$ cat src/rtl/tmr_pkg.sv
package tmr_pkg;
  localparam int BYTE_W     = 8;
  localparam int PSC_SEL_W  = 4;
  localparam int POST_SEL_W = 4;

  typedef enum logic [1:0] {
    A_CNT_LO = 2'd0,
    A_CNT_HI = 2'd1,
    A_CTRL   = 2'd2,
    A_PSC    = 2'd3
  } reg_addr_e;
endpackage

$ cat src/rtl/tmr_prescaler.sv
module tmr_prescaler #(
  parameter int SEL_W = 4
) (
  input  logic             clk_i,
  input  logic             rst_ni,
  input  logic             clr_i,
  input  logic             step_i,
  input  logic [SEL_W-1:0] sel_i,
  output logic             tick_o
);
  localparam int CNT_W = (1 << SEL_W) - 1;

  logic [CNT_W-1:0] cnt_q;
  logic [CNT_W:0]   ratio, lim;

  assign ratio  = (CNT_W+1)'(1) << sel_i;
  assign lim    = ratio - 1'b1;
  assign tick_o = step_i && ({1'b0, cnt_q} == lim);

  always_ff @(posedge clk_i or negedge rst_ni) begin
    if (!rst_ni)      cnt_q <= '0;
    else if (clr_i)   cnt_q <= '0;
    else if (step_i)  cnt_q <= tick_o ? '0 : cnt_q + 1'b1;
  end
endmodule

$ cat src/rtl/tmr_count.sv
module tmr_count #(
  parameter int BYTE_W = 8
) (
  input  logic                clk_i,
  input  logic                rst_ni,
  input  logic                tick_i,
  input  logic                mode16_i,
  input  logic                ld_lo_i,
  input  logic                ld_hi_i,
  input  logic [2*BYTE_W-1:0] ld_val_i,
  output logic [2*BYTE_W-1:0] cnt_o,
  output logic                evt_o
);
  localparam int CNT_W = 2 * BYTE_W;

  logic [CNT_W-1:0] cnt_q, cnt_d;
  logic             match8;

  assign match8 = cnt_q[BYTE_W-1:0] == cnt_q[CNT_W-1:BYTE_W];
  assign evt_o  = tick_i && (mode16_i ? &cnt_q : match8);
  assign cnt_o  = cnt_q;

  always_comb begin
    cnt_d = cnt_q;
    if (tick_i) begin
      if (mode16_i)    cnt_d = cnt_q + 1'b1;
      else if (match8) cnt_d[BYTE_W-1:0] = '0;
      else             cnt_d[BYTE_W-1:0] = cnt_q[BYTE_W-1:0] + 1'b1;
    end
    if (ld_lo_i) cnt_d[BYTE_W-1:0]     = ld_val_i[BYTE_W-1:0];
    if (ld_hi_i) cnt_d[CNT_W-1:BYTE_W] = ld_val_i[CNT_W-1:BYTE_W];
  end

  always_ff @(posedge clk_i or negedge rst_ni) begin
    if (!rst_ni) cnt_q <= '0;
    else         cnt_q <= cnt_d;
  end
endmodule

$ cat src/rtl/tmr_postscaler.sv
module tmr_postscaler #(
  parameter int SEL_W = 4
) (
  input  logic             clk_i,
  input  logic             rst_ni,
  input  logic             clr_i,
  input  logic             evt_i,
  input  logic [SEL_W-1:0] sel_i,
  output logic             fire_o
);
  logic [SEL_W-1:0] cnt_q;

  assign fire_o = evt_i && (cnt_q == sel_i);

  always_ff @(posedge clk_i or negedge rst_ni) begin
    if (!rst_ni)     cnt_q <= '0;
    else if (clr_i)  cnt_q <= '0;
    else if (evt_i)  cnt_q <= fire_o ? '0 : cnt_q + 1'b1;
  end
endmodule

$ cat src/rtl/cmp_toggle_timer.sv
module cmp_toggle_timer
  import tmr_pkg::*;
(
  input  logic              clk_i,
  input  logic              rst_ni,
  input  logic              clk_en_i,
  input  logic [1:0]        addr_i,
  input  logic              wr_i,
  input  logic [BYTE_W-1:0] wdata_i,
  input  logic              rd_i,
  output logic [BYTE_W-1:0] rdata_o,
  output logic              out_o,
  output logic              irq_o
);
  localparam int CNT_W = 2 * BYTE_W;

  logic                  run_q, mode16_q, out_q, irq_q;
  logic [POST_SEL_W-1:0] post_sel_q;
  logic [PSC_SEL_W-1:0]  psc_sel_q;
  logic [BYTE_W-1:0]     rbuf_q, wbuf_q;
  logic [CNT_W-1:0]      cnt;
  logic wr_lo, wr_hi, wr_ctrl, wr_psc, mode_chg, cnt_wr, div_clr;
  logic ld_hi, irq_clr, step, tick, evt, fire;
  logic [CNT_W-1:0] ld_val;

  assign wr_lo    = wr_i && (addr_i == A_CNT_LO);
  assign wr_hi    = wr_i && (addr_i == A_CNT_HI);
  assign wr_ctrl  = wr_i && (addr_i == A_CTRL);
  assign wr_psc   = wr_i && (addr_i == A_PSC);
  assign mode_chg = wr_ctrl && (wdata_i[1] != mode16_q);
  assign cnt_wr   = wr_lo;
  assign div_clr  = cnt_wr || mode_chg;
  // word mode commits the held high byte together with the low byte
  assign ld_hi    = mode16_q ? wr_lo : wr_hi;
  assign ld_val   = mode16_q ? {wbuf_q, wdata_i} : {wdata_i, wdata_i};
  assign irq_clr  = wr_psc && wdata_i[BYTE_W-1];
  assign step     = clk_en_i && run_q;

  tmr_prescaler #(.SEL_W(PSC_SEL_W)) u_psc (
    .clk_i, .rst_ni, .clr_i(div_clr), .step_i(step), .sel_i(psc_sel_q), .tick_o(tick)
  );

  tmr_count #(.BYTE_W(BYTE_W)) u_cnt (
    .clk_i, .rst_ni, .tick_i(tick), .mode16_i(mode16_q), .ld_lo_i(wr_lo),
    .ld_hi_i(ld_hi), .ld_val_i(ld_val), .cnt_o(cnt), .evt_o(evt)
  );

  tmr_postscaler #(.SEL_W(POST_SEL_W)) u_post (
    .clk_i, .rst_ni, .clr_i(div_clr), .evt_i(evt), .sel_i(post_sel_q), .fire_o(fire)
  );

  always_ff @(posedge clk_i or negedge rst_ni) begin
    if (!rst_ni) begin
      run_q      <= 1'b0;
      mode16_q   <= 1'b0;
      post_sel_q <= '0;
      psc_sel_q  <= '0;
      rbuf_q     <= '0;
      wbuf_q     <= '0;
      out_q      <= 1'b0;
      irq_q      <= 1'b0;
    end else begin
      if (wr_ctrl) begin
        run_q      <= wdata_i[0];
        mode16_q   <= wdata_i[1];
        post_sel_q <= wdata_i[BYTE_W-1 -: POST_SEL_W];
      end
      if (wr_psc)                  psc_sel_q <= wdata_i[PSC_SEL_W-1:0];
      if (wr_hi && mode16_q)       wbuf_q    <= wdata_i;
      if (rd_i && addr_i == A_CNT_LO) rbuf_q <= cnt[CNT_W-1:BYTE_W];
      if (fire)                    out_q     <= ~out_q;
      if (fire)                    irq_q     <= 1'b1;
      else if (irq_clr)            irq_q     <= 1'b0;
    end
  end

  always_comb begin
    unique case (addr_i)
      A_CNT_LO: rdata_o = cnt[BYTE_W-1:0];
      A_CNT_HI: rdata_o = mode16_q ? rbuf_q : cnt[CNT_W-1:BYTE_W];
      A_CTRL:   rdata_o = {post_sel_q, {(BYTE_W-POST_SEL_W-2){1'b0}}, mode16_q, run_q};
      default:  rdata_o = {irq_q, {(BYTE_W-PSC_SEL_W-1){1'b0}}, psc_sel_q};
    endcase
  end

  assign out_o = out_q;
  assign irq_o = irq_q;
endmodule

$ cat config.mk
export PLATFORM = sky130hd
export DESIGN_NAME = cmp_toggle_timer
export DESIGN_NICKNAME = d
export VERILOG_FILES = /design/src/rtl/tmr_pkg.sv /design/src/rtl/tmr_prescaler.sv /design/src/rtl/tmr_count.sv /design/src/rtl/tmr_postscaler.sv /design/src/rtl/cmp_toggle_timer.sv
export SDC_FILE = /design/constraint.sdc
export NUM_CORES = 1
export LEC_CHECK = 0
export ABC_CLOCK_PERIOD_IN_PS = 3820
export BUFFER_PORTS_ARGS = -buffer_cell sky130_fd_sc_hd__buf_2
export CORE_MARGIN = 8
export CORE_UTILIZATION = 25
export CTS_CLUSTER_DIAMETER = 60
export DETAILED_ROUTE_END_ITERATION = 16
export GPL_ROUTABILITY_DRIVEN = 0
export PLACE_DENSITY = 0.49
export RECOVER_POWER = 100
export SLEW_MARGIN = 20
export SYNTH_ARGS = -nofsm -noshare
export SYNTH_HDL_FRONTEND = slang
export SYNTH_SLANG_ARGS = --single-unit
$ cat constraint.sdc
create_clock -name clk_i -period 3.82 [get_ports clk_i]
set_input_delay 0.191 -clock clk_i [delete_from_list [all_inputs] [get_ports clk_i]]
set_output_delay 0.191 -clock clk_i [all_outputs]
set_load 0.01 [all_outputs]
==> results.py, run 1 <==
metrics = {
    "timing": {
        "hold_viol": 0,
        "worst_slew_margin_rel": -0.461,
        "fin_worst_skew_ns": 0.00700,
        "finalSetupViolations": 0,
        "drv_slew": 92,
        "period_needed_ns": 3.70,
        "fmax_mhz": 270,
        "tightest_slew_ns": 2.19,
        "fin_crit_sh": 0.968,
    },
    "global_route": {
        "grt_pass1_vias": 3631,
        "grt_overflow": 0,
        "grt_usage": 0.115,
        "grt_pass1_wl_mm": 19.8,
        "antenna_found_initial": 0,
        "grt_max_degree": 38,
    },
    "power_and_ir_drop": {
        "total_power_mw": 2.58,
        "cellLeakagePower_nw": 2.01,
        "irDropWorstVdd_v": 0.000250,
        "power_density_mw_per_mm2": 516,
    },
    "setup_path": {
        "critPathMaxFanout": 21,
        "cp_slowest_cell": "or4_1",
        "max_stage_delay_ns": 0.53,
        "critPathLaunchType": "register",
        "r2r_start": "psc_sel_q[2]",
        "cp-startpoint": "psc_sel_q[2]",
        "cp-end-kind": "register",
        "path_delay_family": "simple AND/OR/NAND/NOR gates",
        "critPathRequiredTime_ns": 4.07,
        "criticalPathCategory": "reg -> reg",
        "cp_data_arrival_time_ns": 3.95,
        "critPathBufInv": 2,
        "path_cells": "buf_12, nor4b_4, xor2_1, mux2_4, or4_1, or4_4, or3_4, buf_8, or4b_1, a31oi_1",
    },
    "cells_and_area": {
        "postLayoutCoreUtil": 0.294,
        "drive_gt1_frac": 0.156,
        "num_antenna_cells": 0,
        "area.growth.synth_to_final_pct": 16.6,
        "nets": 520,
    },
    "clock_network": {
        "insertion_delay_ns": 0.33,
        "htree_num_levels": 3,
        "cts_sinks": 63,
        "cts-hold-fix-buffers": 0,
        "cts-root-buf": "clkbuf_16",
        "cts_tree": "built",
        "clockBufferDepth": 2,
        "numCtsBuffers": 9,
        "cts.clk_slew.worst_paths_ns": 0.06,
    },
    "synth": {
        "synth-edff-count": 0,
        "ys_top_cells_by_area": "dfrtp_1, mux2_2, mux2i_1",
        "syn_nets": 503,
        "yosysWarnings": 0,
        "syn_area_mm2": 0.00428,
        "avgSynthCellArea_um2": 8.85,
        "synth_cells": 484,
        "synthArstFlopShare": 1.00,
        "synth_cell_types": 65,
        "synth.most_common_cell": "dfrtp_1",
        "synth-seq-area-share": 0.368,
        "ys_seq_elements": 63,
        "yosysTopAreaCellShare": 0.368,
        "ys.flop_type": "dfrtp_1",
        "yosys-top-cells-count": "dfrtp_1, nor2_1, o21ai_0, nand2_1, clkbuf_1",
        "yosys.area.top_type": "dfrtp_1",
    },
    "detailed_routing": {
        "ant_nets": 0,
        "drt-initial-drc-count": 242,
        "first_pass_iters": 4,
        "wl_per_cell_um": 16.7,
        "vias": 3776,
        "routed_wl_mm": 12.2,
        "drc": 0,
        "vias_per_cell": 5.17,
    },
    "floorplanning": {
        "core_area_mm2": 0.0170,
        "fp.dieH_um": 147,
        "boundaryPins": 25,
        "die-area_mm2": 0.0216,
        "die_w_um": 147,
        "fp-row-count": 48,
        "initial_utilization": 0.252,
    },
    "outcome": {
        "violations": "capacitance limit, slew limit",
        "status": "finished with violations",
    },
    "worst_hold_path": {
        "hold_start": "wdata_i[4]",
        "hp-class": "in -> reg",
    },
    "flow_run": {
        "drv_cap": 3,
    },
    "placed_design": {
        "port_buffers": 24,
        "hpwl_mm": 8.65,
    },
}
==> cell type report <==
class                      instances  area [um2]
clock buffer                      12         256
clock inverter                     3        42.5
fill                            1791       12000
multi-input combinational        373        2530
inverter                           9        33.8
sequential                        63        1580
timing repair buffer              45         272
tap                              225         282
==> per-layer routing <==
metal | wire length (um) | part of all wire | track usage
met1 | 5880 | 0.48 | 0.157
met2 | 5580 | 0.46 | 0.176
met3 | 497 | 0.041 | 0.0169
met4 | 233 | 0.019 | 0.0495
met5 | 0 | 0 | 0
==> power by group <==
part / leakage, nW / internal [mW] / switching (mW)
sequential: 0.773 / 0.806 / 0.167
clock: 0.145 / 0.536 / 0.298
combinational: 1.09 / 0.371 / 0.398
total: 2.01 / 1.71 / 0.863
==> registers in the layout, indices dropped and copies added, names as in the netlist, 4 cells and up <==
name          count
u_cnt.cnt_o      16
u_psc.cnt_q      15
rbuf_q            8
wbuf_q            8
post_sel_q        4
psc_sel_q         4
u_post.cnt_q      4
==> kinds of logic (layout without fill, tap and decap cells) <==
family / count (synthesis) / in the layout / share of synthesized area
flops: 63 / 63 / 0.368
buf+inv: 48 / 69 / 0.0467
simple gates: 193 / 193 / 0.242
xor+xnor: 23 / 23 / 0.0470
mux: 48 / 48 / 0.126
fa+ha+maj: 4 / 4 / 0.0117
compound gates: 105 / 105 / 0.158
==> final timing paths <==
path,to,cells after the start,slack (ns)
min,post_sel_q[0],2,0.15
max,u_cnt.cnt_o[5],10,0.12
max reg2reg,u_cnt.cnt_o[5],10,0.12
min in group asynchronous,out_o,1,0.51
max in group asynchronous,psc_sel_q[2],2,0.86
min reg2reg,out_o,1,0.48
==> per-stage QoR <==
step	setup slack, ns	hold WS [ns]	std cells	instance area, um2	TNS [ns]
6_report	0.122	0.152	730	4990	0
5_1_grt	-0.000564	0.163	730	4990	-0.000564
4_1_cts	0.0610	0.0329	728	4960	0
3_5_place_dp	-0.00309	0.390	713	4660	-0.00309
3_3_place_gp	0.0618	0.380	713	4660	0
2_1_floorplan	0.000540	-0.105	484	4290	0
==> repair_timing <==
item                                    in CTS  in global routing
gates resized for setup                      1                 12
buffers inserted                             0                  2
pin swaps                                    0                  2
endpoints found under the setup margin       4                  7
==> cell usage in the layout (no fill, tap or decap), types with 7 or more instances in the layout <==
master | netlist | layout
dfrtp_1 | 63 | 62
buf_4 | 0 | 12
xor2_1 | 12 | 12
mux2i_1 | 21 | 21
o21ai_0 | 36 | 36
a31oi_1 | 12 | 12
nand3_1 | 25 | 25
xnor2_1 | 11 | 11
clkbuf_1 | 29 | 18
buf_2 | 4 | 12
a21oi_1 | 12 | 12
nor3_1 | 10 | 10
o22ai_1 | 7 | 7
nor4_1 | 15 | 14
clkbuf_16 | 0 | 9
inv_1 | 9 | 9
nor2_1 | 45 | 45
and3_1 | 15 | 15
nand2_1 | 35 | 35
mux2_2 | 23 | 23
Note: power is estimated with default switching activity, not from simulation.
==> run 2: changes to the inputs <==
- ABC_AREA: not set -> 1
- CORE_UTILIZATION: 25 -> 35
- CTS_CLUSTER_DIAMETER: 60 -> 100
- PLACE_DENSITY: 0.49 -> 0.6
==> results.py, run 2 <==
metrics = {
    "setup_path": {
        "path_cells": "nor2_4, nand2_1, ha_1, inv_1, a21oi_1, nand3_1, nand2_1, nand2_1, nand2_1, nand2_1, nor2_1, nand2_4, nand2_1, o21ai_0",
        "max_stage_delay_ns": 0.68,
        "r2r-end": "u_cnt.cnt_o[7]",
        "critPathLaunchType": "register",
        "cp-end-kind": "register",
        "cp-startpoint": "psc_sel_q[3]",
        "critPathRequiredTime_ns": 4.01,
        "criticalPathCategory": "reg -> reg",
        "cp_data_arrival_time_ns": 3.30,
        "r2r_start": "psc_sel_q[3]",
        "ff2ff_setup_slack_ns": 0.71,
        "crit_top_cell": "nand2_1",
        "cp_slowest_cell": "dfrtp_1",
        "critPathMaxFanout": 16,
        "reg2reg_depth": 14,
    },
    "timing": {
        "setup_ws_ns": 0.708,
        "fin_crit_sh": 0.815,
        "drv_slew": 48,
        "hold_viol": 0,
        "totalNegativeSetupSlack_ns": 0,
        "finalSetupViolations": 0,
        "fin_worst_skew_ns": 0.00783,
        "worst_slew_margin_rel": -0.784,
        "rsz0062_at_grt": "false",
        "period_needed_ns": 3.11,
        "fmax_mhz": 321,
        "tightest_slew_ns": 2.68,
    },
    "placed_design": {
        "port_buffers": 24,
        "post-place-ws_ns": 1.00,
        "hpwl_mm": 9.89,
        "dp.cells": 824,
    },
    "cells_and_area": {
        "layout_common_cells": "nand2_1, inv_1, nand3_1",
        "multi_input_area_mm2": 0.00242,
        "area.growth.synth_to_final_pct": 12.1,
        "final_common_cell": "nand2_1",
        "fill_cells": 1303,
        "seq_area_mm2": 0.00158,
        "num_antenna_cells": 0,
        "largest_reg_flops": 16,
        "drive_gt1_frac": 0.0928,
        "postLayoutCoreUtil": 0.396,
        "nets": 683,
        "instances_no_fill": 840,
    },
    "outcome": {
        "violations": "capacitance limit, slew limit",
        "status": "finished with violations",
    },
    "clock_network": {
        "cts-root-buf": "clkbuf_16",
        "numCtsBuffers": 9,
        "clockBufferDepth": 2,
        "cts.clk_slew.worst_paths_ns": 0.06,
        "cts_sinks": 63,
        "insertion_delay_ns": 0.33,
        "htree_num_levels": 3,
        "cts_tree": "built",
        "post_cts_resized": 0,
    },
    "detailed_routing": {
        "vias": 4388,
        "drc": 0,
        "drt-initial-drc-count": 386,
        "wl_per_cell_um": 15.6,
        "vias_per_cell": 5.22,
        "first_pass_iters": 5,
        "ant_nets": 0,
        "routed_wl_mm": 13.1,
    },
    "floorplanning": {
        "fp.dieH_um": 128,
        "die_w_um": 128,
        "core_area_mm2": 0.0125,
        "boundaryPins": 25,
        "initial_utilization": 0.353,
        "die-area_mm2": 0.0164,
        "fp-row-count": 41,
    },
    "global_route": {
        "grt_usage": 0.170,
        "grt_overflow": 0,
        "antenna_found_initial": 0,
        "grt_pass1_vias": 4293,
        "grt_pass1_wl_mm": 22.0,
        "grt_max_degree": 48,
    },
    "synth": {
        "synthMuxAreaShare": 0,
        "synth-simple-area-share": 0.349,
        "syn_nets": 659,
        "yosysWarnings": 0,
        "synth_cell_types": 37,
        "ys_top_cells_by_area": "dfrtp_1, nand2_1, nand3_1",
        "synth-seq-area-share": 0.358,
        "ys.flop_type": "dfrtp_1",
        "synth-edff-count": 0,
        "synthXorXnorAreaFrac": 0.0417,
        "yosys.area.top_type": "dfrtp_1",
        "syn_area_mm2": 0.00441,
        "ys_seq_elements": 63,
        "yosys-top-cells-count": "nand2_1, inv_1, nand3_1, dfrtp_1, o21ai_0",
        "avgSynthCellArea_um2": 6.88,
        "yosysTopAreaCellShare": 0.358,
        "synth_top_family_by_area": "simple AND/OR/NAND/NOR gates",
        "synth_compound_area_frac": 0.152,
        "synth.most_common_cell": "nand2_1",
        "synth_fa_ha_area_frac": 0.0114,
        "synth_cells": 640,
        "synthArstFlopShare": 1.00,
    },
    "worst_hold_path": {
        "hold_start": "wdata_i[6]",
        "holdPathEnd": "post_sel_q[2]",
        "hp-class": "in -> reg",
        "whs_path_depth": 3,
    },
    "power_and_ir_drop": {
        "irDropWorstVdd_v": 0.000282,
        "cellLeakagePower_nw": 2.35,
        "power_density_mw_per_mm2": 551,
    },
    "flow_run": {
        "drv_cap": 1,
    },
}
[run 2: through the flow]
step | hold slack [ns] | total power, mW | area (um2)
global placement | 0.449 | 1.88 | 4670
global route | 0.149 | 2.92 | 4940
finish | 0.127 | 2.72 | 4940
floorplan | -0.105 | 1.63 | 4410
detailed placement | 0.257 | 1.90 | 4670
CTS | 0.109 | 2.74 | 4980
[run 2: kinds of logic after synthesis]
kind of cell	count (synthesis)
compound gates	118
xor+xnor	21
buf+inv	94
simple gates	340
flops	63
fa+ha+maj	4
[run 2: worst max path at each step]
stage / end / slack (ns) / depth (start not counted)
finish: u_cnt.cnt_o[7] / 0.71 / 14
global route: u_psc.cnt_q[2] / 0.34 / 3
CTS: u_psc.cnt_q[12] / 1.0 / 14
detailed placement: u_psc.cnt_q[11] / 1.00 / 14
global placement: out_o / 1.16 / 13
floorplan: u_psc.cnt_q[10] / 1.65 / 18
[run 2: area by class of cell]
type,instances,area share
clock buffers,12,0.0519
multi-input cells,483,0.491
repair buffers,27,0.0248
well taps,172,0.0436
flip-flops and latches,63,0.319
inverters,80,0.0608
clock inverters,3,0.00861
[run 2: where the power goes]
| part | switching (mW) | internal (mW) | leakage, nW |
|---|---|---|---|
| combinational | 0.579 | 0.298 | 1.40 |
| clock | 0.296 | 0.536 | 0.145 |
| sequential | 0.202 | 0.811 | 0.813 |
[run 2: critical path: cells and delay by family (launching register included)]
family,cells,cell delay (ns)
buf+inv,1,0.13
flops,1,0.68
fa+ha+maj,1,0.29
simple gates,10,1.46
compound gates,2,0.41
[run 2: what timing repair did]
item,4_1_cts,5_1_grt
hold buffers,1,0
hold endpoints to repair,46,0
setup buffers,0,0
[run 2: per-layer routing]
layer | global-route usage | wire length [um] | vias to the layer above
met3 | 0.0387 | 682 | 28
li1 | - | - | 2155
met5 | 0 | 0 | -
met2 | 0.275 | 6230 | 149
met1 | 0.209 | 5720 | 2056
met4 | 0.0804 | 447 | 0
==> run 3: changes to the inputs <==
- ABC_CLOCK_PERIOD_IN_PS: 3820 -> 2700
- clock period: 3.82 -> 2.7 ns (I/O delays scaled with it)
==> results.py, run 3 (same netlist as run 2, synthesis figures left out) <==
metrics = {
    "cells_and_area": {
        "nets": 691,
        "layout_common_cells": "nand2_1, inv_1, nand3_1",
        "final_common_cell": "nand2_1",
        "seq_area_mm2": 0.00158,
        "area.growth.synth_to_final_pct": 13.7,
        "fill_cells": 1320,
        "largest_reg_flops": 16,
        "multi_input_area_mm2": 0.00244,
        "drive_gt1_frac": 0.108,
    },
    "timing": {
        "fin_crit_sh": 0.910,
        "fmax_mhz": 407,
        "finalSetupViolations": 0,
        "fin_worst_skew_ns": 0.00807,
        "hold_viol": 0,
        "setup_ws_ns": 0.242,
        "rsz0062_at_grt": "false",
        "drv_slew": 34,
        "worst_slew_margin_rel": -0.392,
        "totalNegativeSetupSlack_ns": 0,
        "period_needed_ns": 2.46,
        "hold_slack_ns": 0.0201,
        "tightest_slew_ns": 2.09,
    },
    "placed_design": {
        "post-place-ws_ns": 0.152,
        "port_buffers": 24,
        "hpwl_mm": 9.99,
    },
    "setup_path": {
        "critPathLaunchType": "register",
        "cp_slowest_cell": "dfrtp_1",
        "critPathBufInv": 1,
        "cp-end-kind": "register",
        "path_delay_family": "simple AND/OR/NAND/NOR gates",
        "cp_data_arrival_time_ns": 2.72,
        "critPathMaxFanout": 16,
        "criticalPathCategory": "reg -> reg",
        "path_cells": "nor2_4, nand2_1, ha_1, inv_2, a21oi_1, nand3_1, nand2_1, nand2_1, nand2_1, nand2_1, nor2_2, nand2_2, nand2_4, nor2_1, a21oi_1",
        "max_stage_delay_ns": 0.50,
        "crit_top_cell": "nand2_1",
        "critPathRequiredTime_ns": 2.96,
    },
    "detailed_routing": {
        "vias": 4488,
        "first_pass_iters": 5,
        "drc": 0,
        "ant_nets": 0,
        "drt-initial-drc-count": 369,
        "vias_per_cell": 5.29,
        "routed_wl_mm": 13.0,
        "wl_per_cell_um": 15.3,
    },
    "outcome": {
        "status": "finished with violations",
        "violations": "capacitance limit, slew limit",
    },
    "clock_network": {
        "insertion_delay_ns": 0.34,
        "cts_setup_buffers": 0,
        "clockBufferDepth": 2,
        "numCtsBuffers": 9,
        "htree_num_levels": 3,
        "cts-root-buf": "clkbuf_16",
        "cts_sinks": 63,
        "cts_tree": "built",
        "cts.clk_slew.worst_paths_ns": 0.05,
    },
    "power_and_ir_drop": {
        "total_power_mw": 3.85,
        "cellLeakagePower_nw": 2.38,
        "irDropWorstVdd_v": 0.000413,
        "power_density_mw_per_mm2": 768,
    },
    "floorplanning": {
        "fp.dieH_um": 128,
        "initial_utilization": 0.353,
        "fp-row-count": 41,
        "boundaryPins": 25,
        "die-area_mm2": 0.0164,
        "core_area_mm2": 0.0125,
        "die_w_um": 128,
    },
    "global_route": {
        "met1_usage": 0.205,
        "grtUsageMet2": 0.258,
        "grt_pass1_vias": 4234,
        "antenna_found_initial": 0,
        "grt_overflow": 0,
        "grtUsageMet3": 0.0395,
        "grt_usage": 0.167,
        "grt_pass1_wl_mm": 21.3,
        "grt_max_degree": 35,
        "grt_busiest_layer": "met2",
    },
    "worst_hold_path": {
        "hp-class": "in -> reg",
    },
    "flow_run": {
        "drv_cap": 1,
    },
}
run 3: final timing paths:
check                             start        endpoint  slack (ns)  cells after the start
max                        psc_sel_q[0]  u_cnt.cnt_o[4]        0.24                     15
min                          wdata_i[6]   post_sel_q[2]        0.02                      3
max reg2reg                psc_sel_q[0]  u_cnt.cnt_o[4]        0.24                     15
min reg2reg                   rbuf_q[1]       rbuf_q[1]        0.48                      2
max in group asynchronous        rst_ni       wbuf_q[1]        0.56                      2
min in group asynchronous        rst_ni  u_psc.cnt_q[2]        0.94                      2
run 3: layer usage:
layer | share of wire | vias up | routed length (um)
li1 | - | 2177 | -
met1 | 0.43 | 2115 | 5620
met2 | 0.46 | 156 | 6040
met3 | 0.059 | 40 | 768
met4 | 0.044 | 0 | 573
met5 | 0 | - | 0
run 3: power breakdown:
part	switching, mW	internal (mW)
registers	0.250	1.15
logic	0.875	0.450
clock network	0.393	0.729
total	1.52	2.33
run 3: final cells by class:
class                   count  area share
multi-input cells         483       0.488
flip-flops and latches     63       0.315
inverters                  80      0.0599
clock buffers              13      0.0499
well taps                 172      0.0429
repair buffers             35      0.0382
clock inverters             1     0.00599
diodes                      1    0.000499
run 3: worst min-delay path: cells and delay by family:
family                 cells  cell delay (ns)
AOI/OAI and AO/OA          1             0.06
buffers and inverters      1             0.08
and+or+nand+nor            1             0.04
run 3: repair_timing:
item | in CTS | in global routing
gates resized for setup | 0 | 3
hold buffers | 1 | 0
hold endpoints to repair | 33 | 0
setup endpoints to repair | 0 | 19
run 3: stage by stage:
step | std cells | area, um2 | utilization
2_1_floorplan | 640 | 4410 | -
3_3_place_gp | 832 | 4740 | 0.380
3_5_place_dp | 832 | 4740 | 0.380
4_1_cts | 847 | 5030 | 0.403
5_1_grt | 847 | 5010 | 0.402
6_report | 848 | 5010 | 0.402
